--- config.mk ---
export PLATFORM = sky130hd
export DESIGN_NAME = owsrch_master
export DESIGN_NICKNAME = d
export VERILOG_FILES = /design/src/rtl/owsrch_pkg.sv /design/src/rtl/owsrch_dirsel.sv /design/src/rtl/owsrch_idreg.sv /design/src/rtl/owsrch_master.sv
export SDC_FILE = /design/constraint.sdc
export NUM_CORES = 1
export LEC_CHECK = 0
export ABC_AREA = 1
export BUFFER_PORTS_ARGS = -buffer_cell sky130_fd_sc_hd__buf_2
export CORE_ASPECT_RATIO = 1.4
export CORE_UTILIZATION = 55
export CTS_CLUSTER_DIAMETER = 200
export DETAILED_ROUTE_END_ITERATION = 16
export GPL_TIMING_DRIVEN = 0
export PLACE_DENSITY = 0.75
export SETUP_SLACK_MARGIN = 0.05
export SLEW_MARGIN = 20
export SYNTH_ARGS = -nofsm -noshare
export SYNTH_HDL_FRONTEND = slang
export SYNTH_SLANG_ARGS = --single-unit
export TNS_END_PERCENT = 1
--- constraint.sdc ---
create_clock -name clk -period 3.26 [get_ports clk]
set_clock_uncertainty 0.2 [all_clocks]
set_input_delay 0 -clock clk [delete_from_list [all_inputs] [get_ports clk]]
set_output_delay 0 -clock clk [all_outputs]
set_load 0.02 [all_outputs]
--- src/rtl/owsrch_pkg.sv ---
package owsrch_pkg;
   typedef enum logic [1:0] {
      OP_RST = 2'd0,
      OP_WR  = 2'd1,
      OP_RD  = 2'd2
   } op_e;

   typedef enum logic [2:0] {
      ST_IDLE,
      ST_RST,
      ST_CMD,
      ST_RDT,
      ST_RDC,
      ST_WRD,
      ST_FIN
   } st_e;
endpackage

--- src/rtl/owsrch_dirsel.sv ---
// Branch choice for one ID position from the read pair and the walk state.
module owsrch_dirsel #(
   parameter int PW = 7
) (
   input  logic          rd_t,
   input  logic          rd_c,
   input  logic [PW-1:0] pos_n,      // 1-based position
   input  logic [PW-1:0] last_disc,  // 0 = none
   input  logic          prev_bit,
   output logic          dir,
   output logic          absent,
   output logic          fork_zero
);
   logic fork_pt;

   always_comb begin
      absent  = rd_t & rd_c;
      fork_pt = ~rd_t & ~rd_c;
      if (fork_pt) begin
         if (pos_n < last_disc)       dir = prev_bit;
         else if (pos_n == last_disc) dir = 1'b1;
         else                         dir = 1'b0;
      end else begin
         dir = rd_t;
      end
      fork_zero = fork_pt & ~dir;
   end
endmodule

--- src/rtl/owsrch_idreg.sv ---
// Working ID register: bit p keeps the previous pass value until rewritten.
module owsrch_idreg #(
   parameter int ID_W = 64,
   localparam int IW = $clog2(ID_W)
) (
   input  logic            clk,
   input  logic            rst_n,
   input  logic            wr_en,
   input  logic [IW-1:0]   wr_idx,
   input  logic            wr_bit,
   input  logic [IW-1:0]   rd_idx,
   output logic            rd_bit,
   output logic [ID_W-1:0] id_q
);
   for (genvar g = 0; g < ID_W; g++) begin : g_bit
      always_ff @(posedge clk or negedge rst_n) begin
         if (!rst_n)                              id_q[g] <= 1'b0;
         else if (wr_en && wr_idx == IW'(g))      id_q[g] <= wr_bit;
      end
   end

   assign rd_bit = id_q[rd_idx];
endmodule

--- src/rtl/owsrch_master.sv ---
module owsrch_master
   import owsrch_pkg::*;
#(
   parameter int         ID_W    = 64,
   parameter logic [7:0] CMD_ALL = 8'hF0,
   parameter logic [7:0] CMD_ALM = 8'hEC
) (
   input  logic            clk,
   input  logic            rst_n,
   input  logic            start,
   input  logic            alarm_only,
   output logic            op_req,
   output logic [1:0]      op_code,
   output logic            op_wbit,
   input  logic            op_ack,
   input  logic            op_rbit,
   output logic [ID_W-1:0] id_out,
   output logic            id_valid,
   output logic            done,
   output logic            no_dev,
   output logic            busy
);
   localparam int PW = $clog2(ID_W + 1);
   localparam int IW = $clog2(ID_W);

   if (ID_W < 8) begin : g_chk_w
      $error("ID_W must be at least 8");
   end
   if (CMD_ALL == CMD_ALM) begin : g_chk_cmd
      $error("command values must differ");
   end

   st_e           st;
   logic [IW-1:0] cnt;
   logic          alm_q;
   logic          rd_t_q;
   logic          dir_q;
   logic [PW-1:0] last_disc;
   logic [PW-1:0] last_zero;
   logic [7:0]    cmd_byte;
   logic [PW-1:0] pos_n;
   logic          prev_bit;
   logic          dir_w;
   logic          absent_w;
   logic          fzero_w;
   logic [ID_W-1:0] work_id;
   logic          last_pos;

   assign cmd_byte = alm_q ? CMD_ALM : CMD_ALL;
   assign pos_n    = PW'(cnt) + PW'(1);
   assign last_pos = (cnt == IW'(ID_W - 1));
   assign busy     = (st != ST_IDLE);

   always_comb begin
      op_req  = 1'b1;
      op_code = OP_RD;
      op_wbit = 1'b0;
      unique case (st)
         ST_RST:  op_code = OP_RST;
         ST_CMD:  begin op_code = OP_WR; op_wbit = cmd_byte[cnt[2:0]]; end
         ST_RDT,
         ST_RDC:  op_code = OP_RD;
         ST_WRD:  begin op_code = OP_WR; op_wbit = dir_q; end
         default: op_req = 1'b0;
      endcase
   end

   owsrch_dirsel #(.PW(PW)) dirsel_i (
      .rd_t      (rd_t_q),
      .rd_c      (op_rbit),
      .pos_n     (pos_n),
      .last_disc (last_disc),
      .prev_bit  (prev_bit),
      .dir       (dir_w),
      .absent    (absent_w),
      .fork_zero (fzero_w)
   );

   owsrch_idreg #(.ID_W(ID_W)) idreg_i (
      .clk    (clk),
      .rst_n  (rst_n),
      .wr_en  (st == ST_WRD && op_ack),
      .wr_idx (cnt),
      .wr_bit (dir_q),
      .rd_idx (cnt),
      .rd_bit (prev_bit),
      .id_q   (work_id)
   );

   always_ff @(posedge clk or negedge rst_n) begin
      if (!rst_n) begin
         st        <= ST_IDLE;
         cnt       <= '0;
         alm_q     <= 1'b0;
         rd_t_q    <= 1'b0;
         dir_q     <= 1'b0;
         last_disc <= '0;
         last_zero <= '0;
         id_out    <= '0;
         id_valid  <= 1'b0;
         done      <= 1'b0;
         no_dev    <= 1'b0;
      end else begin
         id_valid <= 1'b0;
         unique case (st)
            ST_IDLE: if (start) begin
               alm_q     <= alarm_only;
               done      <= 1'b0;
               no_dev    <= 1'b0;
               last_zero <= '0;
               cnt       <= '0;
               st        <= ST_RST;
            end
            ST_RST: if (op_ack) begin
               if (!op_rbit) begin
                  no_dev    <= 1'b1;
                  last_disc <= '0;
                  st        <= ST_IDLE;
               end else begin
                  cnt <= '0;
                  st  <= ST_CMD;
               end
            end
            ST_CMD: if (op_ack) begin
               if (cnt == IW'(7)) begin
                  cnt <= '0;
                  st  <= ST_RDT;
               end else begin
                  cnt <= cnt + IW'(1);
               end
            end
            ST_RDT: if (op_ack) begin
               rd_t_q <= op_rbit;
               st     <= ST_RDC;
            end
            ST_RDC: if (op_ack) begin
               if (absent_w) begin
                  no_dev    <= 1'b1;
                  last_disc <= '0;
                  st        <= ST_IDLE;
               end else begin
                  dir_q <= dir_w;
                  if (fzero_w) last_zero <= pos_n;
                  st <= ST_WRD;
               end
            end
            ST_WRD: if (op_ack) begin
               if (last_pos) st <= ST_FIN;
               else begin
                  cnt <= cnt + IW'(1);
                  st  <= ST_RDT;
               end
            end
            ST_FIN: begin
               id_out    <= work_id;
               id_valid  <= 1'b1;
               last_disc <= last_zero;
               done      <= (last_zero == '0);
               st        <= ST_IDLE;
            end
            default: st <= ST_IDLE;
         endcase
      end
   end
endmodule

# Word-level counts from Yosys, hierarchy flattened
# Index checks and enable logic that the tools add are counted.
dict set report op_classes {
  order_cmp 3
  bitwise 7
  n_addsub 2
  n_reduce_logical 85
  n_mux 48
  n_eq_ne 83
}
# cell n
set op_table {}
lappend op_table {{6-bit equality test, second input constant} 32}
lappend op_table {{6-bit by 5-bit equality test with 1-bit output, second input constant} 16}
lappend op_table {{1-bit logical AND} 65}
lappend op_table {{7-bit 2-to-1 mux} 8}
lappend op_table {{6-bit by 4-bit equality test with 1-bit output, second input constant} 8}
lappend op_table {{6-bit 2-to-1 mux} 7}
lappend op_table {{3-bit 2-to-1 mux} 9}
lappend op_table {{6-bit by 3-bit equality test with 1-bit output, second input constant} 4}
lappend op_table {{2-bit inequality test, second input constant} 12}
lappend op_table {{6-bit one-hot mux with 4 select lines} 1}
lappend op_table {{7-bit one-hot mux with 3 select lines} 1}
lappend op_table {{3-bit one-hot mux with 6 select lines} 1}
lappend op_table {{7-bit one-hot mux with 2 select lines} 1}
lappend op_table {{7-bit AND reduction} 2}
lappend op_table {{6-bit by 2-bit equality test with 1-bit output, second input constant} 2}
lappend op_table {{1-bit 2-to-1 mux} 12}
lappend op_table {{5-bit AND reduction} 2}
lappend op_table {{3-bit equality test, second input constant} 3}
lappend op_table {{3-bit nonzero test} 3}
lappend op_table {{6-bit by 1-bit adder with 7-bit output, second input constant} 1}
lappend op_table {{7-bit equality test} 1}
lappend op_table {{7-bit logical NOT} 1}
lappend op_table {{6-bit by 7-bit < comparator with 1-bit output, second input constant} 1}
lappend op_table {{7-bit < comparator} 1}
lappend op_table {{other kinds (24)} 34}
dict set report word_totals {
  output_inout_bits 72
  ff_bits 157
  input_bits 6
  elab_cells 303
}

# Longest topological paths before layout
# Gate-level depths: netlist (run 1).
dict set report depth {
  depth_word 11
  depth_mapped 20
  mapped_depth_nobuf 20
}

# Cells and area by module
# From an unflattened synthesis (run 1), not the netlist that was laid out.
dict set report unflattened {
  hier_cells 939
  hier_area_um2 7681.1
}
# module seq_area_each_um2 cells_each instances area_per_inst_um2
set modules_own_cells {}
lappend modules_own_cells {owsrch_master 2327.2 488 1 4066.4}
lappend modules_own_cells {owsrch_idreg 1601.5 407 1 3369.5}
lappend modules_own_cells {owsrch_dirsel 0.0 44 1 245.2}

# Least setup slack after synthesis (run 1)
# OpenSTA, ideal clock, no wires.
dict set report synth_path {
  kind {flip-flop to flip-flop}
  start {reg cnt[0]}
  end {reg last_zero[3]}
  path_buffers 2
  setup_slack_ns 0.563
  stages_incl_launch_ff 21
  t_required_ns 2.943
  arrival_time_ns 2.381
  synth_period_minus_slack_ns 2.697
  setup_ns 0.117
  path_cell_list {dfrtp_1 buf_6 buf_2 nand3_1 nor2_1 nand2_1 xor2_1 inv_1 ha_1 nand2_1 nor2_1 nand2_1 o211ai_1 nor2_1 nand3_1 nand2_1 nand3_2 nand2_4 nand2_4 nand2_1 nand2_1}
}
dict set report synth_between {
  elab_chain_len 9
  word_cells_on_any_way 16
  classes_between {1 x add/sub; 1 x order compare; 2 x eq/ne; 9 x mux; 2 x bitwise; 1 x reduce/logical}
}
# item line_no
set synth_lines {}
lappend synth_lines {{start: declaration} owsrch_master.sv:34} ;# logic [IW-1:0] cnt;
lappend synth_lines {{start signal: assignment} owsrch_master.sv:129} ;# cnt <= cnt + IW'(1);
lappend synth_lines {{start signal: assignment} owsrch_master.sv:150} ;# cnt <= cnt + IW'(1);
lappend synth_lines {{parallel branches: the longest is 9 deep, another holds 6-bit by 1-bit adder with 7-bit output} n/a}
lappend synth_lines {{end signal: assignment} owsrch_master.sv:143} ;# if (fzero_w) last_zero <= pos_n;
lappend synth_lines {{end: declaration} owsrch_master.sv:39} ;# logic [PW-1:0] last_zero;
# Parallel ways; which one is timed is not known. The select of a mux whose other input is x is not followed.
# A chain may end at the register's enable or synchronous reset.

# Worst setup path in the final report (run 1)
dict set report layout_path {
  start {reg cnt[0]}
  end {reg last_zero[1]}
}
# Same word-level chain as after synthesis.

==> qor.csv, run 1 <==
stage,metric,value,unit
outcome,status,"complete, no violations",
setup_path,CP Max Fanout,16,
layout,Layout Utilization,67.2,%
clock_network,CTS tree,yes,
global_route,All-Layer GR Usage,30.6,%
pwr,worst vdd rail ir drop,0.374,mV
timing,unrepaired setup endpoints after global routing,false,
setup_path,R2R Path Start,cnt[0],
routing,WL/cell,16.8,microns
setup_path,CP peak stage delay,470,ps
timing,Final period util,89.6,%
timing,number of hold violations in the final report,0,
routing,initial DRC count,559,
setup_path,CP required,3380,ps
synth,syn_nets,950,
synth,sequential area share after synthesis,51.7,%
die,num rows,50,
flow_run,max-cap violations,0,
global_route,largest net degree at the start of global routing,100,
setup_path,critical path startpoint category,flop,
routing,DRC Markers,0,
die,die height,141,microns
setup_path,crit-path cells,"buf_12, inv_4, buf_6, ha_1, ha_1, nand2_1, o21ai_0, nand2_1, o211ai_1, nor2_1, nand3_1, nand2_1, nand3_2, nand2_4, nand2_4, nand2_1, nand2_1",
routing,final WL,20800,microns
routing,TritonRoute pass-1 iters,5,
timing,Rel. slew slack,52.0,%
die,Initial Util,56.5,%
placement,number of buffers added on ports,77,
timing,Final WS setup,337,ps
placement,GPL Wtd Cong,0.915,
setup_path,crit path DAT,3040,ps
die,Die Span X,101,microns
placement,DPL Wire Length,14800,microns
clock_network,H-tree levels,4,
routing,total number of vias,6758,
clock_network,root buffer cell,clkbuf_16,
clock_network,"CTS clk-pin slew, worst paths",70,ps
routing,antenna-violating nets left,0,
die,Die ar.,14300,sq um
min_path,Worst Hold Depth,2,
clock_network,later-pin clock latency in the skew report,430,ps
pwr,Power Density,793,nW/um^2
pwr,share of power burned in registers,34.5,%
timing,Slew @ Worst Pin,720,ps
setup_path,"most used cell, CP",nand2_1,
synth,Synth async-reset ratio,100,%
global_route,met3 GRT Util,5.85,%
global_route,vias in the first global route,6445,
setup_path,"Slowest-stage cell, CP",dfrtp_2,
die,I/O pin count,78,
setup_path,cell family with most CP delay,simple AND/OR/NAND/NOR gates,
timing,Final Max Tran Viols,0,
global_route,grt ovf,0,
pwr,Pleak,4.55,nW
timing,Tmin final,2920,ps
synth,Mapped Avg Cell Area,8.15,sq um
synth,area of the mapped netlist,7610,sq um
min_path,Hold EP,last_zero[5],
setup_path,Critical Path End Type,flop,
setup_path,crit path kind,flop to flop,
routing,Vias per Instance,5.46,
global_route,GR peak layer,met2,
placement,Post-Place Cells,1193,
pwr,Comb pwr share,37.2,%
setup_path,RR Endpoint,last_zero[1],
layout,Final #Nets,1060,
synth,Post-synth EDFFs,0,
layout,# diodes,0,
synth,Seq cells post-synth,157,
timing,hold slack,273,ps
pwr,Net Sw Power,0.00290,W
min_path,worst min-delay path startpoint,last_zero[5],
global_route,initial antenna violation count,0,
clock_network,CTS buffer count,17,
global_route,M2 GR Usage,51.5,%
synth,cell count after synthesis,933,
pwr,Clk pwr share,28.3,%
synth,YS warnings,0,
setup_path,worst reg2reg path depth,17,
layout,Synth-to-Final Area Change,18.9,%
timing,FMAX,342,MHz
setup_path,flop-to-flop setup slack,340,ps
pwr,Net Sw Frac,40.4,%
layout,final cell count without fillers,1238,
clock_network,CTS Buffer Depth,2,
placement,Setup Slack @ Placement,-27.2,ps
global_route,M1 GR Usage,35.4,%
die,CORE AREA,13500,sq um
layout,share of layout cells above drive strength 1,16.7,%
setup_path,worst path bufs/invs,3,
synth,top_reg_cell synth,dfrtp_1,
global_route,first-pass GRT wire length,32600,microns
synth,Unique masters post-synth,32,
pwr,Int Pwr,0.00428,W
timing,Final setup viols,0,
min_path,Hold Crit Class,flop to flop,
clock_network,Clock Sinks,157,
-- logic make-up (layout without fill, tap and decap cells) --
logic type                 count (synthesis)  after routing  synth area share, %
AOI/OAI and AO/OA                        203            203                 14.8
xor gates and xnor gates                   1              1                0.115
adders and majority gates                 11             11                 1.81
buffers and inverters                    163            286                 8.83
DFF                                      157            157                 51.7
muxes                                      1              1                0.132
and+or+nand+nor                          397            397                 22.7
-- Yosys cell counts, types with 5 or more instances --
library cell | number | area, sq um
buf_4 | 5 | 37.5
nand2_1 | 224 | 841
ha_1 | 11 | 138
o21ai_0 | 79 | 395
clkbuf_1 | 21 | 78.8
inv_1 | 112 | 420
a21oi_1 | 73 | 365
dfrtp_1 | 157 | 3930
o211ai_1 | 7 | 52.6
o22ai_1 | 7 | 43.8
a31oi_1 | 29 | 181
nor2_4 | 15 | 169
nor2_1 | 108 | 405
inv_2 | 12 | 45.0
buf_2 | 8 | 40.0
nand3_1 | 36 | 180
-- stage by stage --
stage / cell area (sq um) / total power [W] / TNS, ps
detailed placement: 8260 / 0.00508 / -170
global route: 9040 / 0.00756 / 0
floorplan: 7610 / 0.00424 / 0
CTS: 8960 / 0.00713 / 0
global placement: 8220 / 0.00504 / -51950
finish: 9040 / 0.00718 / 0
-- how the worst max path moves through the flow --
stage / from / endpoint / slack (ps) / cells after the start
floorplan: cnt[0] / last_zero[3] / 560 / 20
global placement: rst_n / id_valid / -340 / 1
detailed placement: cnt[0] / last_zero[6] / -30 / 20
CTS: cnt[0] / last_zero[1] / 140 / 18
global route: cnt[0] / last_zero[2] / 40 / 20
finish: cnt[0] / last_zero[1] / 340 / 17
-- power by group through the flow --
stage	Combinational [W]	Clock, W	Sequential (W)
after floorplan	0.00149	0	0.00275
final	0.00267	0.00203	0.00248
after CTS	0.00262	0.00204	0.00247
after global routing	0.00293	0.00211	0.00252
after detailed placement	0.00257	0	0.00250
after global placement	0.00255	0	0.00249
-- state kept, by name (all words and copies together), names as in the netlist --
register      flops
rd_t_q            1
st                3
id_out           64
last_zero         7
no_dev            1
id_valid          1
alm_q             1
done              1
cnt               6
dir_q             1
last_disc         7
idreg_i.id_q     64
-- area by class of cell --
cell class / count / area [sq um]
plain buffers: 35 / 213
fillers: 1108 / 4410
repair buffers: 93 / 578
clock inverters: 14 / 159
well taps: 182 / 228
multi-input cells: 613 / 3020
inverters: 126 / 480
flip-flops and latches: 157 / 3930
clock buffers: 18 / 439
-- repair_timing --
| action | 4_1_cts | 5_1_grt |
|---|---|---|
| hold buffers | 10 | 0 |
| pin swaps | 0 | 2 |
| buffers inserted | 0 | 5 |
| hold endpoints to repair | 178 | 0 |
| resized for setup | 0 | 12 |
| setup endpoints to repair | 7 | 7 |
-- cell usage in the layout, fill, tap and decap left out, drive strengths merged, types with 7 or more instances in the layout --
cell type,synthesis,final
nor2,129,129
dlygate4sd3,0,9
o21ai,84,84
nand2,226,226
dfrtp,157,157
inv,126,131
o22ai,7,7
a21oi,73,73
buf,16,98
ha,11,11
o211ai,7,7
nand3,37,37
a31oi,29,29
clkbuf,21,39
-- tightest hold or removal path, delay by kind of cell, from the launching register on --
kind	cells	cell delay [ps]
flip-flops	1	340
AND/OR/NAND/NOR	2	100
-- routing by layer --
layer  part of all wire [%]  vias up  routed length (microns)
met4                    5.6        0                     1170
met1                     40     3166                     8220
met5                      0        -                        0
met2                     50      278                    10300
li1                       -     3224                        -
met3                    5.2       90                     1090
Note: power is estimated with default switching activity, not from simulation.
==> run 2: changes to the inputs <==
- CTS_BUF_LIST: not set -> sky130_fd_sc_hd__clkbuf_8
==> run 2 against run 1 <==
Combinational power about the same. Worst setup slack lost 23 ps. Non-clock buffer count rose by 3. Critical endpoint unchanged. Global-route usage down 0.64 points. Core utilization down 1.3 points. Cell area down 1.9%. Sequential share of layout area rose by 0.86 points. Total power is 7.4% lower. Clock-buffer cell count stayed put. Fmax shrank 0.77%.
==> qor.csv, run 2 (same netlist as run 1, synthesis figures left out) <==
stage,metric,value,unit,change
outcome,status,"complete, no violations",,
placement,Post-DP Area,8260,sq um,unchanged
pwr,share of power burned in registers,37.2,%,+2.7 points
layout,Synth-to-Final Area Change,16.6,%,
die,CORE AREA,13500,sq um,unchanged
die,Die ar.,14300,sq um,unchanged
pwr,Net Sw Power,0.00281,W,-3.0%
setup_path,critical path startpoint category,flop,,
timing,FMAX,340,MHz,-0.77%
clock_network,root buffer cell,clkbuf_8,,
flow_run,max-cap violations,0,,unchanged
pwr,Pleak,4.47,nW,-1.7%
setup_path,Critical Path End Type,flop,,
clock_network,CTS tree,yes,,
clock_network,CTS buffer count,17,,unchanged
global_route,largest net degree at the start of global routing,100,,unchanged
routing,Vias per Instance,5.37,,-1.6%
clock_network,later-pin clock latency in the skew report,460,ps,+30 ps
timing,unrepaired setup endpoints after global routing,false,,
die,Initial Util,56.5,%,unchanged
global_route,initial antenna violation count,0,,unchanged
timing,Slew @ Worst Pin,698,ps,-21.2 ps
pwr,Net Sw Frac,42.3,%,+1.9 points
routing,TritonRoute pass-1 iters,5,,unchanged
clock_network,"CTS clk-pin slew, worst paths",80,ps,about the same
routing,WL/cell,16.4,microns,-2.6%
clock_network,H-tree levels,4,,unchanged
global_route,vias in the first global route,6333,,-1.7%
timing,Final setup viols,0,,unchanged
timing,Tmin final,2950,ps,+22.8 ps
pwr,Clk pwr share,22.6,%,-5.7 points
setup_path,CP required,3410,ps,+30 ps
timing,Final Max Tran Viols,0,,unchanged
layout,# diodes,0,,unchanged
placement,GPL Wtd Cong,0.915,,unchanged
routing,final WL,20300,microns,-2.4%
die,I/O pin count,78,,unchanged
timing,Final period util,90.3,%,+0.70 points
pwr,Int Pwr,0.00384,W,-10%
global_route,grt ovf,0,,unchanged
global_route,first-pass GRT wire length,32000,microns,-2.0%
layout,post-route cell area,8870,sq um,-1.9%
setup_path,crit path kind,flop to flop,,
setup_path,CP Max Fanout,11,,-5
routing,total number of vias,6665,,-1.4%
timing,number of hold violations in the final report,0,,unchanged
layout,Fillers,1161,,+4.8%
layout,"most common cell after layout, fill and taps aside",nand2_1,,
layout,most frequent cells in the layout,"nand2_1, dfrtp_1, inv_1",,
timing,hold slack,247,ps,-25.7 ps
die,num rows,50,,unchanged
timing,Rel. slew slack,53.3,%,+1.2 points
min_path,Hold Crit Class,input pin to flop,,
pwr,Power Density,749,nW/um^2,-5.6%
pwr,Comb pwr share,40.2,%,+3.0 points
clock_network,CTS Buffer Depth,2,,unchanged
setup_path,crit path DAT,3090,ps,+50 ps
placement,DPL Wire Length,14800,microns,unchanged
layout,Final #Nets,1063,,+0.28%
die,die height,141,microns,unchanged
pwr,worst vdd rail ir drop,0.343,mV,-8.4%
clock_network,Clock Sinks,157,,unchanged
routing,initial DRC count,458,,-18%
routing,DRC Markers,0,,unchanged
placement,number of buffers added on ports,77,,unchanged
global_route,All-Layer GR Usage,29.9,%,-0.64 points
layout,share of layout cells above drive strength 1,17.2,%,+0.52 points
die,Die Span X,101,microns,unchanged
layout,Largest regs,"id_out (64), idreg_i.id_q (64)",,
routing,antenna-violating nets left,0,,unchanged
[run 2: per-layer routing]
metal | wire [microns] | global-route usage, % | vias to the layer above
li1 | - | - | 3223
met1 | 8040 | 35.2 | 3080
met2 | 9940 | 50.3 | 275
met3 | 1060 | 4.71 | 87
met4 | 1270 | 19.1 | 0
met5 | 0 | 0 | -
[run 2: what timing repair did]
action                     CTS  global route
buffers inserted             0             6
setup endpoints to repair    7             7
pin swaps                    0             4
resized for setup            1            12
gates cloned                 0             0
hold buffers                11             0
hold endpoints to repair   180             0
[run 2: power by group through the flow]
| stage | Combinational, W | Clock, W | Sequential, W |
|---|---|---|---|
| floorplan | 0.00149 | 0 | 0.00275 |
| global placement | 0.00255 | 0 | 0.00249 |
| detailed placement | 0.00257 | 0 | 0.00250 |
| CTS | 0.00263 | 0.00152 | 0.00247 |
| global route | 0.00295 | 0.00160 | 0.00251 |
| finish | 0.00267 | 0.00150 | 0.00247 |
[run 2: worst paths after layout]
check | start | end | slack (ps) | depth (start not counted)
max | cnt[1] | last_zero[1] | 310 | 17
min | op_rbit | dir_q | 250 | 5
max reg2reg | cnt[1] | last_zero[1] | 310 | 17
min reg2reg | last_zero[5] | last_zero[5] | 280 | 2
max in group asynchronous | rst_n | id_out[48] | 1970 | 4
min in group asynchronous | rst_n | id_out[37] | 450 | 4
[run 2: cell type report]
type | count | area, sq um | area share, %
buffer | 36 | 210 | 2.37
sequential | 157 | 3930 | 44.3
timing repair buffer | 95 | 596 | 6.71
inverter | 126 | 478 | 5.39
multi-input combinational | 613 | 3020 | 34.1
tap | 182 | 228 | 2.57
clock inverter | 14 | 159 | 1.79
clock buffer | 18 | 248 | 2.79
[run 2: stage by stage]
stage               instances  setup TNS, ps  worst slack, ps  power (W)  utilization [%]
finish                   1241              0              315    0.00665             66.0
global route             1241              0             71.4    0.00705             66.0
CTS                      1235              0             62.7    0.00661             65.3
detailed placement       1193           -170            -27.2    0.00508             61.4
global placement         1192         -51950             -342    0.00504             61.1
floorplan                 933              0              563    0.00424                -
[run 2: critical path: stages, from the launching register on]
cell and delay, ps:
dfrtp_1 420, buf_6 150, inv_2 160, buf_4 260, ha_1 280, ha_1 310, nand2_1 60, o21ai_0 80
nand2_1 70, o211ai_1 110, nor2_1 110, nand3_1 120, nand2_2 100, nand3_2 80, nand2_4 130, nand2_4 90
nand2_1 70, nand2_1 50
